`src/rtl/sfifo_pkg.sv`:
```
package sfifo_pkg;
  localparam int NUM_THREADS = 4;
  localparam int THREAD_W    = 2;
  localparam int ADDR_LAT    = 3;

  typedef enum logic {
    FLAG_AVAIL     = 1'b0,
    FLAG_WATERMARK = 1'b1
  } flag_mode_e;
endpackage

```
`src/rtl/sfifo_thread_buf.sv`:
```
module sfifo_thread_buf #(
  parameter int DW    = 32,
  parameter int DEPTH = 8
) (
  input  logic                         clk,
  input  logic                         rst_n,
  input  logic                         push,
  input  logic [DW-1:0]                push_data,
  input  logic                         pop,
  output logic [DW-1:0]                head,
  output logic [$clog2(DEPTH+1)-1:0]   count
);
  localparam int CW = $clog2(DEPTH + 1);
  localparam int PW = $clog2(DEPTH);
  localparam logic [CW-1:0] FULL_CNT = CW'(DEPTH);

  logic [DW-1:0] mem_q [DEPTH];
  logic [PW-1:0] wp_q, wp_d, rp_q, rp_d;
  logic [CW-1:0] cnt_q, cnt_d;

  always_comb begin
    wp_d  = wp_q;
    rp_d  = rp_q;
    cnt_d = cnt_q;
    if (push) wp_d = wp_q + PW'(1);
    if (pop)  rp_d = rp_q + PW'(1);
    if (push && !pop) cnt_d = cnt_q + CW'(1);
    else if (pop && !push) cnt_d = cnt_q - CW'(1);
  end

  always_ff @(posedge clk or negedge rst_n) begin
    if (!rst_n) begin
      wp_q  <= '0;
      rp_q  <= '0;
      cnt_q <= '0;
    end else begin
      wp_q  <= wp_d;
      rp_q  <= rp_d;
      cnt_q <= cnt_d;
    end
  end

  always_ff @(posedge clk) begin
    if (push) mem_q[wp_q] <= push_data;
  end

  assign head  = mem_q[rp_q];
  assign count = cnt_q;

  // the owner logic never pushes into a full buffer
  a_r11_no_overflow: assert property (@(posedge clk) disable iff (!rst_n)
    push |-> (cnt_q != FULL_CNT));
  // the owner logic never pops an empty buffer
  a_r11_no_underflow: assert property (@(posedge clk) disable iff (!rst_n)
    pop |-> (cnt_q != '0));
  // a lone push raises the count by one
  a_r11_count_track: assert property (@(posedge clk) disable iff (!rst_n)
    (push && !pop) |=> (cnt_q == $past(cnt_q) + CW'(1)));
endmodule

```
`src/rtl/sfifo_flag_gen.sv`:
```
module sfifo_flag_gen
  import sfifo_pkg::*;
#(
  parameter int                     DEPTH  = 8,
  parameter int                     WMARK  = 3,
  parameter logic [NUM_THREADS-1:0] IS_RD  = 4'b0101,
  parameter flag_mode_e             MODE   = FLAG_AVAIL,
  parameter bit                     FOLLOW = 1'b1,
  parameter int                     FIXED  = 0
) (
  input  logic [NUM_THREADS*$clog2(DEPTH+1)-1:0] cnt_flat,
  input  logic [THREAD_W-1:0]                    cur,
  output logic                                   flag
);
  localparam int CW = $clog2(DEPTH + 1);
  localparam logic [CW-1:0]       FULL_CNT = CW'(DEPTH);
  localparam logic [CW-1:0]       WM_CNT   = CW'(WMARK);
  localparam logic [THREAD_W-1:0] FIXED_T  = THREAD_W'(FIXED);

  logic [THREAD_W-1:0] sel;
  logic [CW-1:0]       sel_cnt, level;

  generate
    if (FOLLOW) begin : g_follow
      assign sel = cur;
    end else begin : g_fixed
      assign sel = FIXED_T;
    end
  endgenerate

  always_comb begin
    sel_cnt = cnt_flat[sel*CW +: CW];
    level   = IS_RD[sel] ? sel_cnt : (FULL_CNT - sel_cnt);
    if (MODE == FLAG_AVAIL) flag = (level != '0);
    else                    flag = (level >= WM_CNT);
  end
endmodule

```
`src/rtl/slave_fifo_endpoint.sv`:
```
module slave_fifo_endpoint
  import sfifo_pkg::*;
#(
  parameter int                     DW           = 32,
  parameter int                     DEPTH        = 8,
  parameter int                     WMARK        = 3,
  parameter logic [NUM_THREADS-1:0] THREAD_IS_RD = 4'b0101,
  parameter flag_mode_e             F0_MODE      = FLAG_AVAIL,
  parameter bit                     F0_FOLLOW    = 1'b1,
  parameter int                     F0_THREAD    = 0,
  parameter flag_mode_e             F1_MODE      = FLAG_WATERMARK,
  parameter bit                     F1_FOLLOW    = 1'b0,
  parameter int                     F1_THREAD    = 1
) (
  input  logic                        clk,
  input  logic                        rst_n,
  input  logic [1:0]                  addr,
  input  logic                        cs_n,
  input  logic                        rd_n,
  input  logic                        wr_n,
  input  logic                        oe_n,
  input  logic [DW-1:0]               din,
  output logic [DW-1:0]               dout,
  output logic                        dout_en,
  output logic                        flag0,
  output logic                        flag1,
  output logic [3:0]                  err_sticky,
  input  logic [3:0]                  ep_in_valid,
  input  logic [4*DW-1:0]             ep_in_data,
  output logic [3:0]                  ep_in_ready,
  output logic [3:0]                  ep_out_valid,
  output logic [4*DW-1:0]             ep_out_data,
  input  logic [3:0]                  ep_out_ready
);
  localparam int NT = NUM_THREADS;
  localparam int CW = $clog2(DEPTH + 1);
  localparam logic [CW-1:0] FULL_CNT = CW'(DEPTH);

  // address pipeline
  logic [THREAD_W-1:0] ap_q [ADDR_LAT];
  logic [THREAD_W-1:0] cur;

  always_ff @(posedge clk or negedge rst_n) begin
    if (!rst_n) begin
      for (int k = 0; k < ADDR_LAT; k++) ap_q[k] <= '0;
    end else begin
      ap_q[0] <= addr;
      for (int k = 1; k < ADDR_LAT; k++) ap_q[k] <= ap_q[k-1];
    end
  end
  assign cur = ap_q[ADDR_LAT-1];

  // master strobes
  logic          rd_req, wr_req, rd_ok, wr_ok, cur_is_rd;
  logic [CW-1:0] cnt [NT];
  logic [DW-1:0] head [NT];
  logic [CW-1:0] cnt_cur;
  logic [DW-1:0] head_cur;
  logic [NT*CW-1:0] cnt_flat;

  always_comb begin
    rd_req    = !cs_n && !rd_n;
    wr_req    = !cs_n && !wr_n;
    cnt_cur   = cnt[cur];
    head_cur  = head[cur];
    cur_is_rd = THREAD_IS_RD[cur];
    rd_ok     = rd_req &&  cur_is_rd && (cnt_cur != '0);
    wr_ok     = wr_req && !cur_is_rd && (cnt_cur != FULL_CNT);
  end

  // per-thread buffers and internal streams
  logic [NT-1:0] push, pop;
  logic [DW-1:0] push_data [NT];

  genvar gi;
  generate
    for (gi = 0; gi < NT; gi++) begin : g_thr
      if (THREAD_IS_RD[gi]) begin : g_rd
        assign ep_in_ready[gi]            = (cnt[gi] != FULL_CNT);
        assign push[gi]                   = ep_in_valid[gi] && ep_in_ready[gi];
        assign push_data[gi]              = ep_in_data[gi*DW +: DW];
        assign pop[gi]                    = rd_ok && (cur == THREAD_W'(gi));
        assign ep_out_valid[gi]           = 1'b0;
        assign ep_out_data[gi*DW +: DW]   = '0;
      end else begin : g_wr
        assign ep_in_ready[gi]            = 1'b0;
        assign push[gi]                   = wr_ok && (cur == THREAD_W'(gi));
        assign push_data[gi]              = din;
        assign ep_out_valid[gi]           = (cnt[gi] != '0);
        assign pop[gi]                    = ep_out_valid[gi] && ep_out_ready[gi];
        assign ep_out_data[gi*DW +: DW]   = head[gi];
      end

      sfifo_thread_buf #(.DW(DW), .DEPTH(DEPTH)) u_buf (
        .clk       (clk),
        .rst_n     (rst_n),
        .push      (push[gi]),
        .push_data (push_data[gi]),
        .pop       (pop[gi]),
        .head      (head[gi]),
        .count     (cnt[gi])
      );

      assign cnt_flat[gi*CW +: CW] = cnt[gi];
    end
  endgenerate

  // sticky errors
  logic [NT-1:0] err_q, err_d, cur_oh;

  always_comb begin
    cur_oh = NT'(1) << cur;
    err_d  = err_q;
    if ((rd_req && !rd_ok) || (wr_req && !wr_ok)) err_d = err_q | cur_oh;
  end

  always_ff @(posedge clk or negedge rst_n) begin
    if (!rst_n) err_q <= '0;
    else        err_q <= err_d;
  end
  assign err_sticky = err_q;

  // data bus
  always_comb begin
    dout_en = !cs_n && !oe_n;
    dout    = (dout_en && cur_is_rd && (cnt_cur != '0)) ? head_cur : '0;
  end

  // status outputs
  sfifo_flag_gen #(
    .DEPTH(DEPTH), .WMARK(WMARK), .IS_RD(THREAD_IS_RD),
    .MODE(F0_MODE), .FOLLOW(F0_FOLLOW), .FIXED(F0_THREAD)
  ) u_flag0 (.cnt_flat(cnt_flat), .cur(cur), .flag(flag0));

  sfifo_flag_gen #(
    .DEPTH(DEPTH), .WMARK(WMARK), .IS_RD(THREAD_IS_RD),
    .MODE(F1_MODE), .FOLLOW(F1_FOLLOW), .FIXED(F1_THREAD)
  ) u_flag1 (.cnt_flat(cnt_flat), .cur(cur), .flag(flag1));

  // selected thread lags the address by three edges
  a_r1_addr_latency: assert property (@(posedge clk) disable iff (!rst_n)
    ($past(rst_n, 1) && $past(rst_n, 2) && $past(rst_n, 3)) |-> (cur == $past(addr, 3)));
  // error bits never fall while out of reset
  a_r7_err_sticky: assert property (@(posedge clk) disable iff (!rst_n)
    ((err_q & $past(err_q)) == $past(err_q)));
  // reading an empty thread flags that thread
  a_r7_bad_read: assert property (@(posedge clk) disable iff (!rst_n)
    (rd_req && (cnt_cur == '0)) |=> err_q[$past(cur)]);
endmodule

```
`config.mk`:
```
export PLATFORM = sky130hd
export DESIGN_NAME = slave_fifo_endpoint
export DESIGN_NICKNAME = d
export VERILOG_FILES = /design/src/rtl/sfifo_pkg.sv /design/src/rtl/sfifo_thread_buf.sv /design/src/rtl/sfifo_flag_gen.sv /design/src/rtl/slave_fifo_endpoint.sv
export SDC_FILE = /design/constraint.sdc
export NUM_CORES = 1
export LEC_CHECK = 0
export ABC_AREA = 1
export BUFFER_PORTS_ARGS = -buffer_cell sky130_fd_sc_hd__buf_2
export CAP_MARGIN = 40
export CORE_UTILIZATION = 55
export CTS_BUF_LIST = sky130_fd_sc_hd__clkbuf_8
export CTS_CLUSTER_DIAMETER = 100
export DETAILED_ROUTE_END_ITERATION = 6
export PLACE_DENSITY = 0.74
export SLEW_MARGIN = 30
export SYNTH_ARGS = -nofsm -noshare
export SYNTH_HDL_FRONTEND = slang
export SYNTH_SLANG_ARGS = --single-unit
```
`constraint.sdc`:
```
create_clock -name clk -period 10.9 [get_ports clk]
set_clock_uncertainty 0.15 [all_clocks]
set_input_delay 1.635 -clock clk [delete_from_list [all_inputs] [get_ports clk]]
set_output_delay 1.635 -clock clk [all_outputs]
set_load 0.02 [all_outputs]
```
After elaboration in Yosys (flattened, before gate mapping):

Memories as Yosys holds them, arrays and structs flattened.
Index checks and enable logic that the tools add are counted.

* bits in registers: 50
* bits in writable memories: 1024
* memories: 4

* add/sub/neg operators: 18
* magnitude comparators: 3
* equality and inequality tests: 6
* shift operators: 2
* multiplexer cells: 26
* bitwise logic cells: 2
* reductions and logical operators: 52

Memory list
* g_thr[0].u_buf.mem_q: words 8, bits a word 32, read ports 1, clocked after memory_dff 0, wr ports 1, RTL line sfifo_thread_buf.sv:17 `logic [DW-1:0] mem_q [DEPTH];`
* g_thr[1].u_buf.mem_q: words 8, bits a word 32, read ports 1, clocked after memory_dff 0, wr ports 1, RTL line sfifo_thread_buf.sv:17
* g_thr[2].u_buf.mem_q: words 8, bits a word 32, read ports 1, clocked after memory_dff 0, wr ports 1, RTL line sfifo_thread_buf.sv:17
* g_thr[3].u_buf.mem_q: words 8, bits a word 32, read ports 1, clocked after memory_dff 0, wr ports 1, RTL line sfifo_thread_buf.sv:17

Operators with widths (number)
* $mux W32: 3
* $bmux W32 S2: 1
* $mux W4: 11
* $logic_and A1 B1 Y1: 27
* $add A3 B1 Y3 const B: 8
* $add A4 B1 Y4 const B: 4
* $reduce_bool A4 Y1: 4
* $shiftx A16 B5 Y4: 1
* $sub A4 B1 Y4 const B: 4
* $logic_not A1 Y1: 15
* $ne A4 B4 Y1 const B: 3
* $mux W1: 9
* $bmux W4 S2: 1
* $reduce_bool A2 Y1: 4
* $sub A4 B4 Y4 const A: 2
* $eq A2 B2 Y1 const B: 2
* $ge A4 B2 Y1 const B: 1
* $or A4 B4 Y4: 1
* $shl A1 B2 Y4 const A: 1
* $ge A3 B3 Y1 const B: 1
* $lt A2 B3 Y1 const B: 1
* $not A2 Y3: 1
* $bmux W1 S2: 1
* $eq A2 B1 Y1 const B: 1
* 2 further kinds: 2

Depth between registers and ports, before layout:

* depth in word-level cells: 11
* gate-level depth with buffers: 19
* depth with buffers taken out: 19

Modules after synthesis:

From an unflattened synthesis, not the netlist that was laid out.

* cell total of the unflattened synthesis: 4279
* area, all modules: 45941.6 um^2

Modules (own cells, without submodules)
* sfifo_thread_buf at g_thr[1].u_buf ...: instances 3, cells each 921, area an instance 10752.8 um^2
* sfifo_thread_buf at g_thr[0].u_buf: instances 1, cells each 1177, area an instance 11591.1 um^2
* slave_fifo_endpoint: instances 1, cells each 313, area an instance 1983.2 um^2
* sfifo_flag_gen at u_flag0: instances 1, cells each 18, area an instance 77.6 um^2
* sfifo_flag_gen at u_flag1: instances 1, cells each 8, area an instance 31.3 um^2

Worst setup path after synthesis:

Ideal clock, no wire load.

* kind: input to output
* start: input oe_n
* end: output dout[10]
* data arrival time: 2.474 ns
* data required time: 9.115 ns
* path slack: 6.641 ns
* stages: 4
* cell sequence: nor3_1 nand2_2 buf_6 a21oi_1

* cells in the longest elaborated chain, start to end: 5

Ends and longest elaborated chain
* from (decl): RTL line slave_fifo_endpoint.sv:21 `input logic oe_n,`
* $logic_not A1 Y1: RTL line slave_fifo_endpoint.sv:125 `dout_en = !cs_n && !oe_n;`
* $logic_and A1 B1 Y1: RTL line slave_fifo_endpoint.sv:125
* $logic_and A1 B1 Y1 (2 in series): RTL line slave_fifo_endpoint.sv:126 `dout = (dout_en && cur_is_rd && (cnt_cur != '0)) ? head_cur : '0;`
* $mux W32: RTL line slave_fifo_endpoint.sv:126
* to (decl): RTL line slave_fifo_endpoint.sv:23 `output logic [DW-1:0] dout,`

No other way between the ends.

Final worst setup path:

* start: register ap_q, in the netlist cur[1]
* end: output dout[11]

* cells in the longest elaborated chain, start to end: 7

Ends and longest elaborated chain
* from (decl): RTL line slave_fifo_endpoint.sv:40 `logic [THREAD_W-1:0] ap_q [ADDR_LAT];`
* $not A2 Y3 (not written as such): RTL line slave_fifo_endpoint.sv:64, slave_fifo_endpoint.sv:65
* $bmux W4 S2: RTL line slave_fifo_endpoint.sv:64 `cnt_cur = cnt[cur];`
* $mux W4 (not written as such) (2 in series): RTL line slave_fifo_endpoint.sv:64
* $reduce_bool A4 Y1: RTL line slave_fifo_endpoint.sv:126
* $logic_and A1 B1 Y1: RTL line slave_fifo_endpoint.sv:126
* $mux W32 *: RTL line slave_fifo_endpoint.sv:126

Every way passes the cells marked *; elsewhere a longest branch is shown, timed or not. The select of a mux whose other input is x is not followed.

==> key figures <==
Critical path
  – Bufs and invs on worst path: 6
  – Nature of the critical path endpoint: output port
  – Worst setup SP type: flop
  – CP arrival: about 4200 ps
  – Crit-path max FO: 26
  – Slowest-stage cell, CP: buf_4
  – Critical path cell sequence: buf_4 -> inv_1 -> nor2_2 -> buf_4 -> nand2_1 -> nand4_1 -> inv_1 -> ha_1 -> nand3_2 -> nand2_2 -> inv_2 -> nand2_1 -> nor2_1 -> buf_2
  – Critical path required time: 9120 ps
  – CP delay by family, top: buffers and inverters
  – Worst setup path class: reg2out
  – CP peak stage delay: around 370 ps

Synthesis
  – Asr flop ratio synth: 0.0466
  – Post-synth top area cell: edfxtp_1
  – Number of synthesized flops with an enable pin: 1024
  – Library cells used by synthesis: 37
  – Post-Synthesis Cells: 3396
  – Synth cell count leaders: edfxtp_1 (1024), nor2_1 (765), nand2_1 (382), o21ai_0 (374), o32ai_1 (128)
  – Area contributors post-synth: edfxtp_1 (71%), nor2_1 (6.6%), o21ai_0 (4.3%), nand2_1 (3.3%), dfrtp_1 (2.9%)
  – Register bit count reported by yosys: 1074
  – Most used flip-flop cell after synthesis: edfxtp_1
  – Syn avg cell area: 12.8 µm²
  – Seq/Total Area, Yosys: 0.737
  – Mapped cell area: 43400 µm²
  – Area share of the largest cell type after synthesis: 0.709
  – Synth warn: 0
  – Count leader, synth: edfxtp_1

Placed design
  – GPL Wtd Cong: 0.851
  – Placement Cell Area: 45600 µm²
  – Final HPWL DP: 56100 µm
  – PortBufs: 214

GRT
  – Overflow after GRT: 0
  – Vias in the first global route: 26200
  – M1 GR Usage: 0.303
  – Global-route wire length before repair: 149000 µm
  – Largest net degree at the start of global routing: around 110
  – Global-route track usage on met2: 0.419
  – Met3 Usage GRT: 0.0643
  – GRT busiest layer: met2
  – Initial antenna violation count: 20
  – Total GRT Usage: 0.249

Power and ir drop
  – PwrDens: 253 nW/µm²
  – Peak VDD IR: 0.171 mV
  – Leak: approximately 17 nW
  – Total design power: about 12 mW

Finish
  – Synthesis-to-finish area growth: 12.3%
  – Nets: 3836
  – Post-layout instance area: 48800 µm²
  – Multi-input logic area: 10200 µm²
  – Finished Core Util: 0.627
  – Sequential cell area: ~32000 µm²
  – Share of cells above drive strength 1: 0.149
  – Fillcell total: around 5700

Timing
  – # setup viols final: 0
  – WHS: 198 ps
  – Tcrit/Tclk final: 0.550
  – Max frequency: 0.167 GHz
  – Relative slew slack: 0.435
  – Setup TNS: 0 ps
  – Fin. max-slew vios: 0
  – Fin. Hold Viols: 0
  – Fin crit period: 6000 ps
  – Worst-Margin Slew: 848 ps
  – RSZ-0062 raised after global routing: false

Route
  – Post-Route WL: 99400 µm
  – DRC violation count after routing: 0
  – Vias: 27200
  – Detail Route Antenna Nets: 0
  – Violation count after the first detailed-route iteration: 2703
  – DR vias/cell: 5.64
  – TritonRoute pass-1 iters: 5
  – Wirelength per Cell: 20.6 µm

Clock tree
  – CTS tree: yes
  – Clk buf depth: 3
  – Htree depth: 4
  – Worst-path clk slew: 60 ps
  – Post-CTS setup buffer count: 0
  – Clk_lat worst skew: 800 ps
  – CTS resizes: 0
  – Post-CTS Hold Buffers: 0
  – Clk sinks: 1074
  – CTS root buf: clkbuf_8
  – CTS Buf Count: 166

Die
  – Initial Util: 0.558
  – Boundary Pins: 351
  – Row cnt: 102
  – Die area: 80000 µm²
  – Die H: roughly 280 µm
  – Core box area: just under 80000 µm²
  – Die span in x: 283 µm

Run status
  – Run status: finished, final reports clean

Flow run
  – Max-cap violations: 0

Worst hold path
  – Path type of the worst min-delay path: reg2reg
==> flip-flops by register name, summed over array words and instances, names as in the netlist <==
signal             flops
g_thr.u_buf.rp_q      12
g_thr.u_buf.count     16
g_thr.u_buf.mem_q   1024
g_thr.u_buf.wp_q      12
ap_q                   4
err_sticky             4
cur                    2
==> per-stage QoR <==
step | worst slack [ps] | instances
finish | 4900 | 4816
global route | 4620 | 4811
CTS | 4840 | 4802
detailed placement | 5730 | 4503
global placement | 5720 | 4489
floorplan | 6640 | 3463
==> placed cells by master (no fill, tap or decap), drive strengths merged <==
cell,instances
clkbuf,169
mux2,2
nor3,4
bufinv,4
xnor2,11
or2,2
buf,280
diode,10
nand3,112
inv,106
o211ai,101
clkinvlp,1
ha,21
nand4,1
nand2,392
edfxtp,1024
xor2,15
o32ai,128
nor2,771
clkinv,68
dfrtp,50
fa,4
o22ai,15
a21oi,38
a21o,1
o21ai,378
conb,68
==> report_power, final <==
part / internal, mW / switching, mW
logic: 1.21 / 2.77
registers: 4.94 / 0.335
clock network: 1.56 / 1.54
==> logic make-up (layout without fill, tap and decap cells) <==
logic type,after synthesis,in the layout,synth area share
and+or+nand+nor,1282,1282,0.117
DFF,1074,1074,0.737
AOI/OAI and AO/OA,661,661,0.0936
buffers and inverters,325,628,0.0381
xor gates and xnor gates,26,26,0.00525
adders and majority gates,25,25,0.00790
muxes,2,2,0.000519
other,1,78,0.0000864
==> area by class of cell <==
class / count / area share
flip-flops and latches: 1074 / 0.657
inverters: 49 / 0.00393
clock inverters: 130 / 0.0153
clock buffers: 169 / 0.0477
multi-input cells: 2064 / 0.210
repair buffers: 280 / 0.0390
well taps: 1040 / 0.0267
diodes: 10 / 0.000513
==> routing by layer <==
layer	part of all wire	vias up	routed length, µm
met5	0.00093	-	92
met4	0.034	14	3370
met3	0.087	213	8690
met2	0.50	1168	49700
met1	0.38	13100	37500
li1	-	12700	-
==> path summary, 6_finish.rpt <==
kind,startpoint,depth (start not counted),endpoint,slack (ps)
min in group asynchronous,rst_n,2,g_thr[1].u_buf.count[1]$_DFFE_PN0P_,870
max,cur[1]$_DFF_PN0_,14,dout[11],4900
min reg2reg,ap_q[5]$_DFF_PN0_,0,ap_q[3]$_DFF_PN0_,200
max reg2reg,cur[1]$_DFF_PN0_,20,g_thr[0].u_buf.count[3]$_DFFE_PN0P_,7000
min,ap_q[5]$_DFF_PN0_,0,ap_q[3]$_DFF_PN0_,200
max in group asynchronous,rst_n,2,g_thr[2].u_buf.rp_q[0]$_DFFE_PN0P_,9140
(Power assumes the default switching activity.)
